[src/rtl/mfs_pkg.sv]
package mfs_pkg;

  // Supervisor state: quiet states hold everything idle.
  typedef enum logic [2:0] {
    ST_SLEEP = 3'd0,
    ST_UVLO  = 3'd1,
    ST_WAKE  = 3'd2,
    ST_RUN   = 3'd3,
    ST_FAULT = 3'd4
  } supState_t;

  // Strobes from control to datapath.
  typedef struct packed {
    logic quiet;      // clear blanking and wake counters
    logic wakeCount;  // advance the wake-up counter
  } dpCtrl_t;

  // Status from datapath to control.
  typedef struct packed {
    logic wakeDone;   // last cycle of the wake-up delay
    logic faultHit;   // qualified trip condition this cycle
  } dpStat_t;

endpackage

[src/rtl/mfs_sync.sv]
module mfs_sync #(
  parameter int W = 1
) (
  input  logic         clk,
  input  logic         rst_n,
  input  logic [W-1:0] din,
  output logic [W-1:0] dout
);

  logic [W-1:0] stage1;

  always_ff @(posedge clk or negedge rst_n) begin
    if (!rst_n) begin
      stage1 <= '0;
      dout   <= '0;
    end else begin
      stage1 <= din;
      dout   <= stage1;
    end
  end

endmodule

[src/rtl/mfs_datapath.sv]
module mfs_datapath
  import mfs_pkg::*;
#(
  parameter int NPH       = 3,
  parameter int WAKE_CYC  = 200000,
  parameter int BLANK_CYC = 200
) (
  input  logic           clk,
  input  logic           rst_n,
  input  dpCtrl_t        ctrl,
  input  logic [NPH-1:0] swEdge,
  input  logic [NPH-1:0] dsS,
  input  logic           shuntS,
  input  logic           otS,
  output dpStat_t        stat
);

  localparam int WW = $clog2(WAKE_CYC + 1);
  localparam int BW = $clog2(BLANK_CYC + 1);
  localparam logic [WW-1:0] WAKE_LAST = WW'(WAKE_CYC - 1);
  localparam logic [BW-1:0] BLANK_LOAD = BW'(BLANK_CYC);

  // Wake-up delay counter
  logic [WW-1:0] wakeCnt;

  always_ff @(posedge clk or negedge rst_n) begin
    if (!rst_n)
      wakeCnt <= '0;
    else if (ctrl.quiet || !ctrl.wakeCount)
      wakeCnt <= '0;
    else if (wakeCnt != WAKE_LAST)
      wakeCnt <= wakeCnt + 1'b1;
  end

  assign stat.wakeDone = ctrl.wakeCount && (wakeCnt == WAKE_LAST);

  assert_wake_bound_R3: assert property (@(posedge clk) disable iff (!rst_n)
    wakeCnt <= WAKE_LAST);

  // Per-phase blanking of the drain-source monitors
  logic [NPH-1:0] ocHit;

  for (genvar g = 0; g < NPH; g++) begin : gPhase
    logic [BW-1:0] blankCnt;
    logic          blanked;

    always_ff @(posedge clk or negedge rst_n) begin
      if (!rst_n)
        blankCnt <= '0;
      else if (ctrl.quiet)
        blankCnt <= '0;
      else if (swEdge[g])
        blankCnt <= BLANK_LOAD;
      else if (blankCnt != '0)
        blankCnt <= blankCnt - 1'b1;
    end

    assign blanked  = swEdge[g] || (blankCnt != '0);
    assign ocHit[g] = dsS[g] && !blanked;

    // A flag seen in the cycle after an edge can never trip.
    assert_edge_blanks_R5: assert property (@(posedge clk) disable iff (!rst_n)
      (swEdge[g] && !ctrl.quiet) |=> !ocHit[g]);
  end

  assign stat.faultHit = otS || shuntS || (|ocHit);

endmodule

[src/rtl/mfs_control.sv]
module mfs_control
  import mfs_pkg::*;
(
  input  logic    clk,
  input  logic    rst_n,
  input  logic    sleepS,
  input  logic    uvS,
  input  dpStat_t stat,
  output dpCtrl_t ctrl,
  output logic    gateOff,
  output logic    pwmReady,
  output logic    logicRst,
  output logic    faultN,
  output logic    faultOe
);

  supState_t state, nextState;

  function automatic logic isQuiet(supState_t s);
    return (s == ST_SLEEP) || (s == ST_UVLO);
  endfunction

  always_comb begin
    nextState = state;
    if (uvS)
      nextState = ST_UVLO;
    else if (!sleepS)
      nextState = ST_SLEEP;
    else begin
      case (state)
        ST_SLEEP, ST_UVLO: nextState = ST_WAKE;
        ST_WAKE: begin
          if (stat.faultHit)      nextState = ST_FAULT;
          else if (stat.wakeDone) nextState = ST_RUN;
        end
        ST_RUN:   if (stat.faultHit) nextState = ST_FAULT;
        ST_FAULT: nextState = ST_FAULT;
        default:  nextState = ST_SLEEP;
      endcase
    end
  end

  always_ff @(posedge clk or negedge rst_n) begin
    if (!rst_n) begin
      state    <= ST_SLEEP;
      logicRst <= 1'b0;
    end else begin
      state    <= nextState;
      logicRst <= isQuiet(nextState) && !isQuiet(state);
    end
  end

  assign ctrl.quiet     = isQuiet(state);
  assign ctrl.wakeCount = (state == ST_WAKE);
  assign gateOff        = (state != ST_RUN);
  assign pwmReady       = (state == ST_RUN);
  assign faultOe        = (state == ST_FAULT);
  assign faultN         = !faultOe;

  assert_sleep_blocks_R4: assert property (@(posedge clk) disable iff (!rst_n)
    !sleepS |=> (gateOff && !pwmReady && !faultOe));

  assert_uv_resets_R9: assert property (@(posedge clk) disable iff (!rst_n)
    uvS |=> (gateOff && !faultOe));

  assert_fault_held_R7: assert property (@(posedge clk) disable iff (!rst_n)
    (faultOe && sleepS && !uvS) |=> faultOe);

  assert_ready_after_wake_R3: assert property (@(posedge clk) disable iff (!rst_n)
    $rose(pwmReady) |-> $past(stat.wakeDone));

  assert_rst_single_R10: assert property (@(posedge clk) disable iff (!rst_n)
    logicRst |=> !logicRst);

endmodule

[src/rtl/motor_fault_supervisor.sv]
module motor_fault_supervisor
  import mfs_pkg::*;
#(
  parameter int NPH       = 3,
  parameter int WAKE_CYC  = 200000,
  parameter int BLANK_CYC = 200
) (
  input  logic           clk,
  input  logic           rst_n,
  input  logic           sleepN,
  input  logic           uvFlag,
  input  logic           otFlag,
  input  logic           shuntOc,
  input  logic [NPH-1:0] dsOc,
  input  logic [NPH-1:0] swEdge,
  output logic           gateOff,
  output logic           pwmReady,
  output logic           logicRst,
  output logic           faultN,
  output logic           faultOe
);

  localparam int SW = NPH + 4;

  logic [SW-1:0] rawFlags, syncFlags;
  logic          sleepS, uvS, otS, shuntS;
  logic [NPH-1:0] dsS;
  dpCtrl_t       ctrl;
  dpStat_t       stat;

  assign rawFlags = {sleepN, uvFlag, otFlag, shuntOc, dsOc};
  assign {sleepS, uvS, otS, shuntS, dsS} = syncFlags;

  mfs_sync #(.W(SW)) u_sync (
    .clk  (clk),
    .rst_n(rst_n),
    .din  (rawFlags),
    .dout (syncFlags)
  );

  mfs_datapath #(
    .NPH      (NPH),
    .WAKE_CYC (WAKE_CYC),
    .BLANK_CYC(BLANK_CYC)
  ) u_datapath (
    .clk   (clk),
    .rst_n (rst_n),
    .ctrl  (ctrl),
    .swEdge(swEdge),
    .dsS   (dsS),
    .shuntS(shuntS),
    .otS   (otS),
    .stat  (stat)
  );

  mfs_control u_control (
    .clk     (clk),
    .rst_n   (rst_n),
    .sleepS  (sleepS),
    .uvS     (uvS),
    .stat    (stat),
    .ctrl    (ctrl),
    .gateOff (gateOff),
    .pwmReady(pwmReady),
    .logicRst(logicRst),
    .faultN  (faultN),
    .faultOe (faultOe)
  );

endmodule

[config.mk]
export PLATFORM = sky130hd
export DESIGN_NAME = motor_fault_supervisor
export DESIGN_NICKNAME = d
export VERILOG_FILES = /design/src/rtl/mfs_pkg.sv /design/src/rtl/mfs_sync.sv /design/src/rtl/mfs_datapath.sv /design/src/rtl/mfs_control.sv /design/src/rtl/motor_fault_supervisor.sv
export SDC_FILE = /design/constraint.sdc
export NUM_CORES = 1
export LEC_CHECK = 0
export ABC_AREA = 1
export BUFFER_PORTS_ARGS = -buffer_cell sky130_fd_sc_hd__buf_2
export CAP_MARGIN = 20
export CORE_UTILIZATION = 54
export CTS_BUF_LIST = sky130_fd_sc_hd__clkbuf_8
export CTS_CLUSTER_SIZE = 10
export DETAILED_ROUTE_END_ITERATION = 8
export PLACE_DENSITY = 0.75
export SLEW_MARGIN = 20
export SYNTH_ARGS = -nofsm -noshare
export SYNTH_HDL_FRONTEND = slang
export SYNTH_SLANG_ARGS = --single-unit
[constraint.sdc]
create_clock -name clk -period 1.69 [get_ports clk]
set_clock_uncertainty 0.2 [all_clocks]
set_input_delay 0.2535 -clock clk [delete_from_list [all_inputs] [get_ports clk]]
set_output_delay 0.2535 -clock clk [all_outputs]
set_load 0.02 [all_outputs]
Word level (Yosys, flattened, before mapping)
Index checks and enable logic that the tools add are counted.
Operators by class
  add/sub/neg operators: 4
  equal/unequal tests: 8
  multiplexer cells: 17
  reduce and logical (&&, ||, !) cells: 30
Operators by type and width (count)
  8-bit two-way mux: 9
  18-bit two-way mux: 2
  8-bit nonzero test: 3
  8-bit by 1-bit subtractor with 8-bit output, second input constant: 3
  18-bit by 1-bit adder with 18-bit output, second input constant: 1
  18-bit equality test, second input constant: 1
  18-bit != test, second input constant: 1
  3-bit two-way mux: 5
  3-bit one-hot mux with 4 select lines: 1
  3-bit nonzero test: 3
  1-bit logical OR: 8
  3-bit by 1-bit equality test with 1-bit output, second input constant: 2
  3-bit by 2-bit equality test with 1-bit output, second input constant: 2
  1-bit zero test: 6
  3-bit zero test: 2
  1-bit logical AND: 5
  3-bit equality test, second input constant: 1
  3-bit by 2-bit != test with 1-bit output, second input constant: 1
  3-bit OR reduction: 1
  2-bit nonzero test: 1
  2-bit OR reduction: 1
Word-level totals
  register bits: 60
  bits of input ports: 12

Longest topological paths before layout
  depth after elaboration: 13
  depth in mapped cells: 9

Hierarchy
Synthesis repeated with hierarchy kept, for this count alone.
Second synthesis, totals
  cells, all modules: 390
  area total of the unflattened synthesis: 3120.5 sq um
Modules (own cells, without submodules)
  mfs_datapath: times used 1, cells each 350, area each 2561.2 sq um, seq. area each 1051.0 sq um
  mfs_sync: times used 1, cells each 14, area each 350.3 sq um, seq. area each 350.3 sq um
  mfs_control: times used 1, cells each 26, area each 209.0 sq um, seq. area each 100.1 sq um

Least setup slack after synthesis
No wires, ideal clock.
  path type: register to register
  start point: register u_datapath.wakeCnt[0]
  end point: register u_datapath.wakeCnt[16]
  library setup time: 0.126 ns
  data arrival time: 1.260 ns
  required time: 1.364 ns
  slack: 0.105 ns
  cell stages (with the launch flop): 9
  path buffers: 0
  clock period less this slack: 1.585 ns
  path through: dfrtp_1 -> ha_1 -> nand2_2 -> nor2_4 -> nand2_4 -> nor2_4 -> nand2_4 -> o21ai_0 -> a21oi_1
On the way
  word-level cells in the longest chain between the ends: 3
Ends and longest elaborated chain
  start, declared: line mfs_datapath.sv:24  | logic [WW-1:0] wakeCnt;
  start signal, assigned: line mfs_datapath.sv:32  | wakeCnt <= wakeCnt + 1'b1;
  18-bit by 1-bit adder with 18-bit output: line mfs_datapath.sv:32
  18-bit two-way mux: line mfs_datapath.sv:31  | else if (wakeCnt != WAKE_LAST)
  18-bit two-way mux: line mfs_datapath.sv:29  | else if (ctrl.quiet || !ctrl.wakeCount)
Several ways; a longest one is shown, not always the timed one. The select of a mux whose other input is x is not followed.
A chain may end at the register's enable or synchronous reset.

Worst setup path in the final report
  start point: register u_control.state[1]
  end point: output faultN
On the way
  word-level cells in the longest chain between the ends: 2
Ends and longest elaborated chain
  start, declared: line mfs_control.sv:17  | supState_t state, nextState;
  start signal, assigned: line mfs_control.sv:48  | state <= nextState;
  3-bit equality test: line mfs_control.sv:57  | assign faultOe = (state == ST_FAULT);
  1-bit zero test: line mfs_control.sv:58  | assign faultN = !faultOe;
  end, declared: line motor_fault_supervisor.sv:19  | output logic faultN,
No other way between the ends.

==> implementation parameters <==
Parameter                              Value

Power and ir drop
  Maximum vdd ir drop ... 0.750 mV
  Switching power total ... 982 uW
  Total leakage power ... 1.88 nW
  Fraction of power consumed by sequential logic ... 44.6%
  Internal power contribution ... 2.50 mW
  Logic pwr share ... 19.0%
  Pwr dens ... 915 mW/mm2
  Switching share of total power ... 28.2%
  Share of power burned in the clock network ... 36.5%

Global route
  Antenna violations before repair ... 0
  Overall global routing resource usage ... 23.7%
  Most used routing layer ... met2
  Met1 global-route usage ... 31.0%
  Number of global-route vias before repair ... 2598
  Total congestion overflow ... 0
  Met2 GRT Util ... 38.5%
  GR Layer Usage met3 ... 5.39%
  Pin count of the biggest net entering global routing ... 61
  First-pass GRT wire length ... 10900 um

Critical path
  Family with the most delay on the worst path ... flip-flops
  Cells traversed along the worst timing path ... nor2_1 > inv_1 > nor2_4 > inv_2 > buf_6
  Category of the worst setup path launch point ... flip-flop
  Required @ worst endpoint ... 1.24 ns
  Highest cell delay on the worst timing path ... 0.43 ns
  CP max stage cell ... sky130_fd_sc_hd__dfrtp_1
  Critical Path End Type ... output port
  Class of the most critical setup path ... flip-flop to output port
  Critical path peak fanout ... 5
  Buffers plus inverters on the worst setup path ... 3
  Worst EP arrival ... 1.26 ns

Yosys
  Synthesized area per cell ... 7.97 um2
  Cell accounting for the most synthesized area ... sky130_fd_sc_hd__dfrtp_1
  Top FF cell, synth ... sky130_fd_sc_hd__dfrtp_1
  Cell with the most instances after synthesis ... sky130_fd_sc_hd__nand2_1
  Mapped Cells ... 377
  Share of async-settable or async-resettable flops after synthesis ... 100%
  List of most frequent post-synthesis cells ... 74 x sky130_fd_sc_hd__nand2_1, 69 x sky130_fd_sc_hd__inv_1, 60 x sky130_fd_sc_hd__dfrtp_1, 44 x sky130_fd_sc_hd__nor2_1, 30 x sky130_fd_sc_hd__nand3_1
  Warning count from the yosys run ... 0
  Post-synthesis cell type count ... 28
  Post-synth top area share ... 50.0%
  Share of the yosys chip area belonging to registers ... 50.0%
  Total of flip-flops plus latches after synthesis ... 60
  Number of enable-type register cells in the synthesized netlist ... 0
  Post-synthesis cell area ... 0.00300 mm2
  Leading post-synthesis cells by cell area ... sky130_fd_sc_hd__dfrtp_1 50%, sky130_fd_sc_hd__nand2_1 9.2%, sky130_fd_sc_hd__inv_1 8.6%, sky130_fd_sc_hd__nor2_1 5.5%, sky130_fd_sc_hd__nand3_1 5.0%
  Post-synth net total ... 396

CTS
  H-tree levels ... 3
  Total clock buffers created by CTS ... 9
  Register clock-pin slew on the reported worst setup and hold paths ... 0.07 ns
  Clock latency of the later-clocked register in the worst-skew pair ... 0.34 ns
  Total clock sinks ... 60
  Buffer type at the clock tree root ... sky130_fd_sc_hd__clkbuf_8
  CTS tree ... done
  Maximum number of buffers from clock root to sink ... 2

Worst hold path
  Class of the worst hold path ... input pin to flip-flop

Final layout
  Final Net Count ... 456
  Count of inserted antenna diode cells ... 0
  Number of filler instances in the final layout ... 385
  Number of standard cells in the layout, taps in and fillers out ... 510
  Proportion of layout cells with a drive suffix above 1 ... 21.6%
  Area growth from synthesis to layout ... 26.6%

Floorplanning
  Number of primary I/O pins ... 17
  Placeable core region ... 0.00524 mm2
  Starting utilization of the core area ... 57.4%
  Horizontal die dimension ... 76.6 um
  Die area ... 0.00587 mm2
  Die height ... 76.6 um
  Number of rows in the core area ... 26

Timing
  Least-Margin Pin Slew ... 0.302 ns
  Fin. Hold Viols ... 0
  Unrepaired setup endpoints after global routing ... true
  Final setup slack of the worst path ... -0.0221 ns
  Relative slew slack ... 79.7%
  Fin. max-slew vios ... 0
  Worst hold-check slack ... 0.00805 ns
  Highest clock rate ... 584 MHz
  Final setup violation count ... 2
  Part of the cycle the worst path needs ... 101%
  Time the final worst path needs with I/O delays and setup ... 1.71 ns

Place
  Hpwl dp ... 4390 um
  Instance count after placement with tap cells included ... 476
  Last weighted congestion value of the routability-driven placer ... 0.864
  Port Buf Inserts ... 16

Route
  Drt via density ... 5.23
  Number of design rule violations left after detail routing ... 0
  Total Wirelength ... 6450 um
  Count of nets left with antenna violations after detail routing ... 0
  Routed vias ... 2665
  Number of iterations in the first detailed-routing pass ... 5
  Iter 0 DRT Violations ... 155
  Routed wire per std cell ... 12.6 um

Run status
  Violated checks ... negative setup slack
  Status ... finished, violations left

Run
  Max-capacitance violation count ... 0
-- state kept, by name, indices dropped and copies added, names as in the netlist --
register and count:
u_sync.dout 7, u_control.state 3, u_datapath.gPhase.blankCnt 24, u_sync.stage1 7, u_datapath.wakeCnt 18, u_control.logicRst 1
-- area by class of cell --
cell class | instances | area (um2) | share of cell area, %
Clock buffer | 11 | 151 | 3.98
Clock inverter | 3 | 38.8 | 1.02
Inverter | 71 | 270 | 7.11
Multi-Input combinational cell | 244 | 1360 | 35.7
Sequential cell | 60 | 1500 | 39.5
Tap cell | 70 | 87.6 | 2.30
Timing Repair Buffer | 51 | 395 | 10.4
-- worst paths after layout --
path,endpoint,depth (start not counted),slack [ns],from
min in group asynchronous,u_datapath.gPhase[1].blankCnt[6]$_DFFE_PN0P_,3,0.25,rst_n
max in group asynchronous,u_datapath.wakeCnt[12]$_DFFE_PN0P_,3,0.77,rst_n
worst min-delay path,u_datapath.gPhase[2].blankCnt[3]$_DFFE_PN0P_,3,0.008,swEdge[2]
worst max register to register,u_datapath.wakeCnt[10]$_DFFE_PN0P_,8,0.03,u_datapath.wakeCnt[1]$_DFFE_PN0P_
worst max-delay path,faultN,5,-0.02,u_control.state[1]$_DFF_PN0_
worst min register to register,u_sync.dout[6]$_DFF_PN0_,0,0.15,u_sync.stage1[6]$_DFF_PN0_
-- layer usage --
layer,wire (um),vias up
met4,95,0
met1,3080,1257
met2,3070,58
met5,0,-
li1,-,1339
met3,210,11
-- cells by family (layout without fill, tap and decap cells) --
| logic type | count (synthesis) | count (layout) | synth area share, % |
|---|---|---|---|
| flops | 60 | 60 | 50.0 |
| compound gates | 46 | 46 | 8.58 |
| simple gates | 188 | 188 | 28.4 |
| buf+inv | 73 | 136 | 9.20 |
| xor+xnor | 3 | 3 | 0.875 |
| fa+ha+maj | 7 | 7 | 2.92 |
-- power by group through the flow --
stage / clock network (mW) / registers (mW) / logic (mW)
finish: 1.27 / 1.55 / 0.659
CTS: 1.29 / 1.55 / 0.588
detailed placement: 0 / 1.57 / 0.564
global placement: 0 / 1.57 / 0.544
floorplan: 0 / 1.57 / 0.383
global route: 1.35 / 1.56 / 0.744
-- layout by cell type, fill, tap and decap left out, types with 10 or more instances in the layout --
cell type                        n
sky130_fd_sc_hd__nor3_1         11
sky130_fd_sc_hd__o21ai_0        14
sky130_fd_sc_hd__clkbuf_8       11
sky130_fd_sc_hd__inv_1          67
sky130_fd_sc_hd__buf_4          23
sky130_fd_sc_hd__nor2_1         31
sky130_fd_sc_hd__nand4_1        13
sky130_fd_sc_hd__nand2_1        69
sky130_fd_sc_hd__nand3_1        26
sky130_fd_sc_hd__dfrtp_1        59
sky130_fd_sc_hd__nor2_2         10
sky130_fd_sc_hd__buf_2          14
sky130_fd_sc_hd__dlygate4sd3_1  11
sky130_fd_sc_hd__a21oi_1        10
-- repair_timing --
action,in CTS,in global routing
resized for setup,3,47
hold buffers,11,0
setup buffers,1,8
pin swaps,1,16
hold endpoints to repair,71,0
setup endpoints to repair,4,37
gates cloned,0,0
-- tightest hold or removal path: stages --
cell,delay (ns)
sky130_fd_sc_hd__buf_2,0.12
sky130_fd_sc_hd__nor3b_1,0.06
sky130_fd_sc_hd__nor2_1,0.08
-- metrics by stage --
| stage | power [mW] | instance area (um2) | setup TNS [ns] | utilization [%] | setup WS, ns |
|---|---|---|---|---|---|
| after detailed placement | 2.14 | 3290 | 0 | 62.8 | 0.0254 |
| after global placement | 2.11 | 3290 | 0 | 62.8 | 0.0825 |
| final | 3.48 | 3800 | -0.0353 | 72.6 | -0.0221 |
| after floorplan | 1.95 | 3000 | 0 | - | 0.105 |
| after global routing | 3.65 | 3800 | -0.419 | 72.6 | -0.0883 |
| after CTS | 3.42 | 3600 | -0.0743 | 68.8 | -0.0287 |
Note: power is estimated with default switching activity, not from simulation.
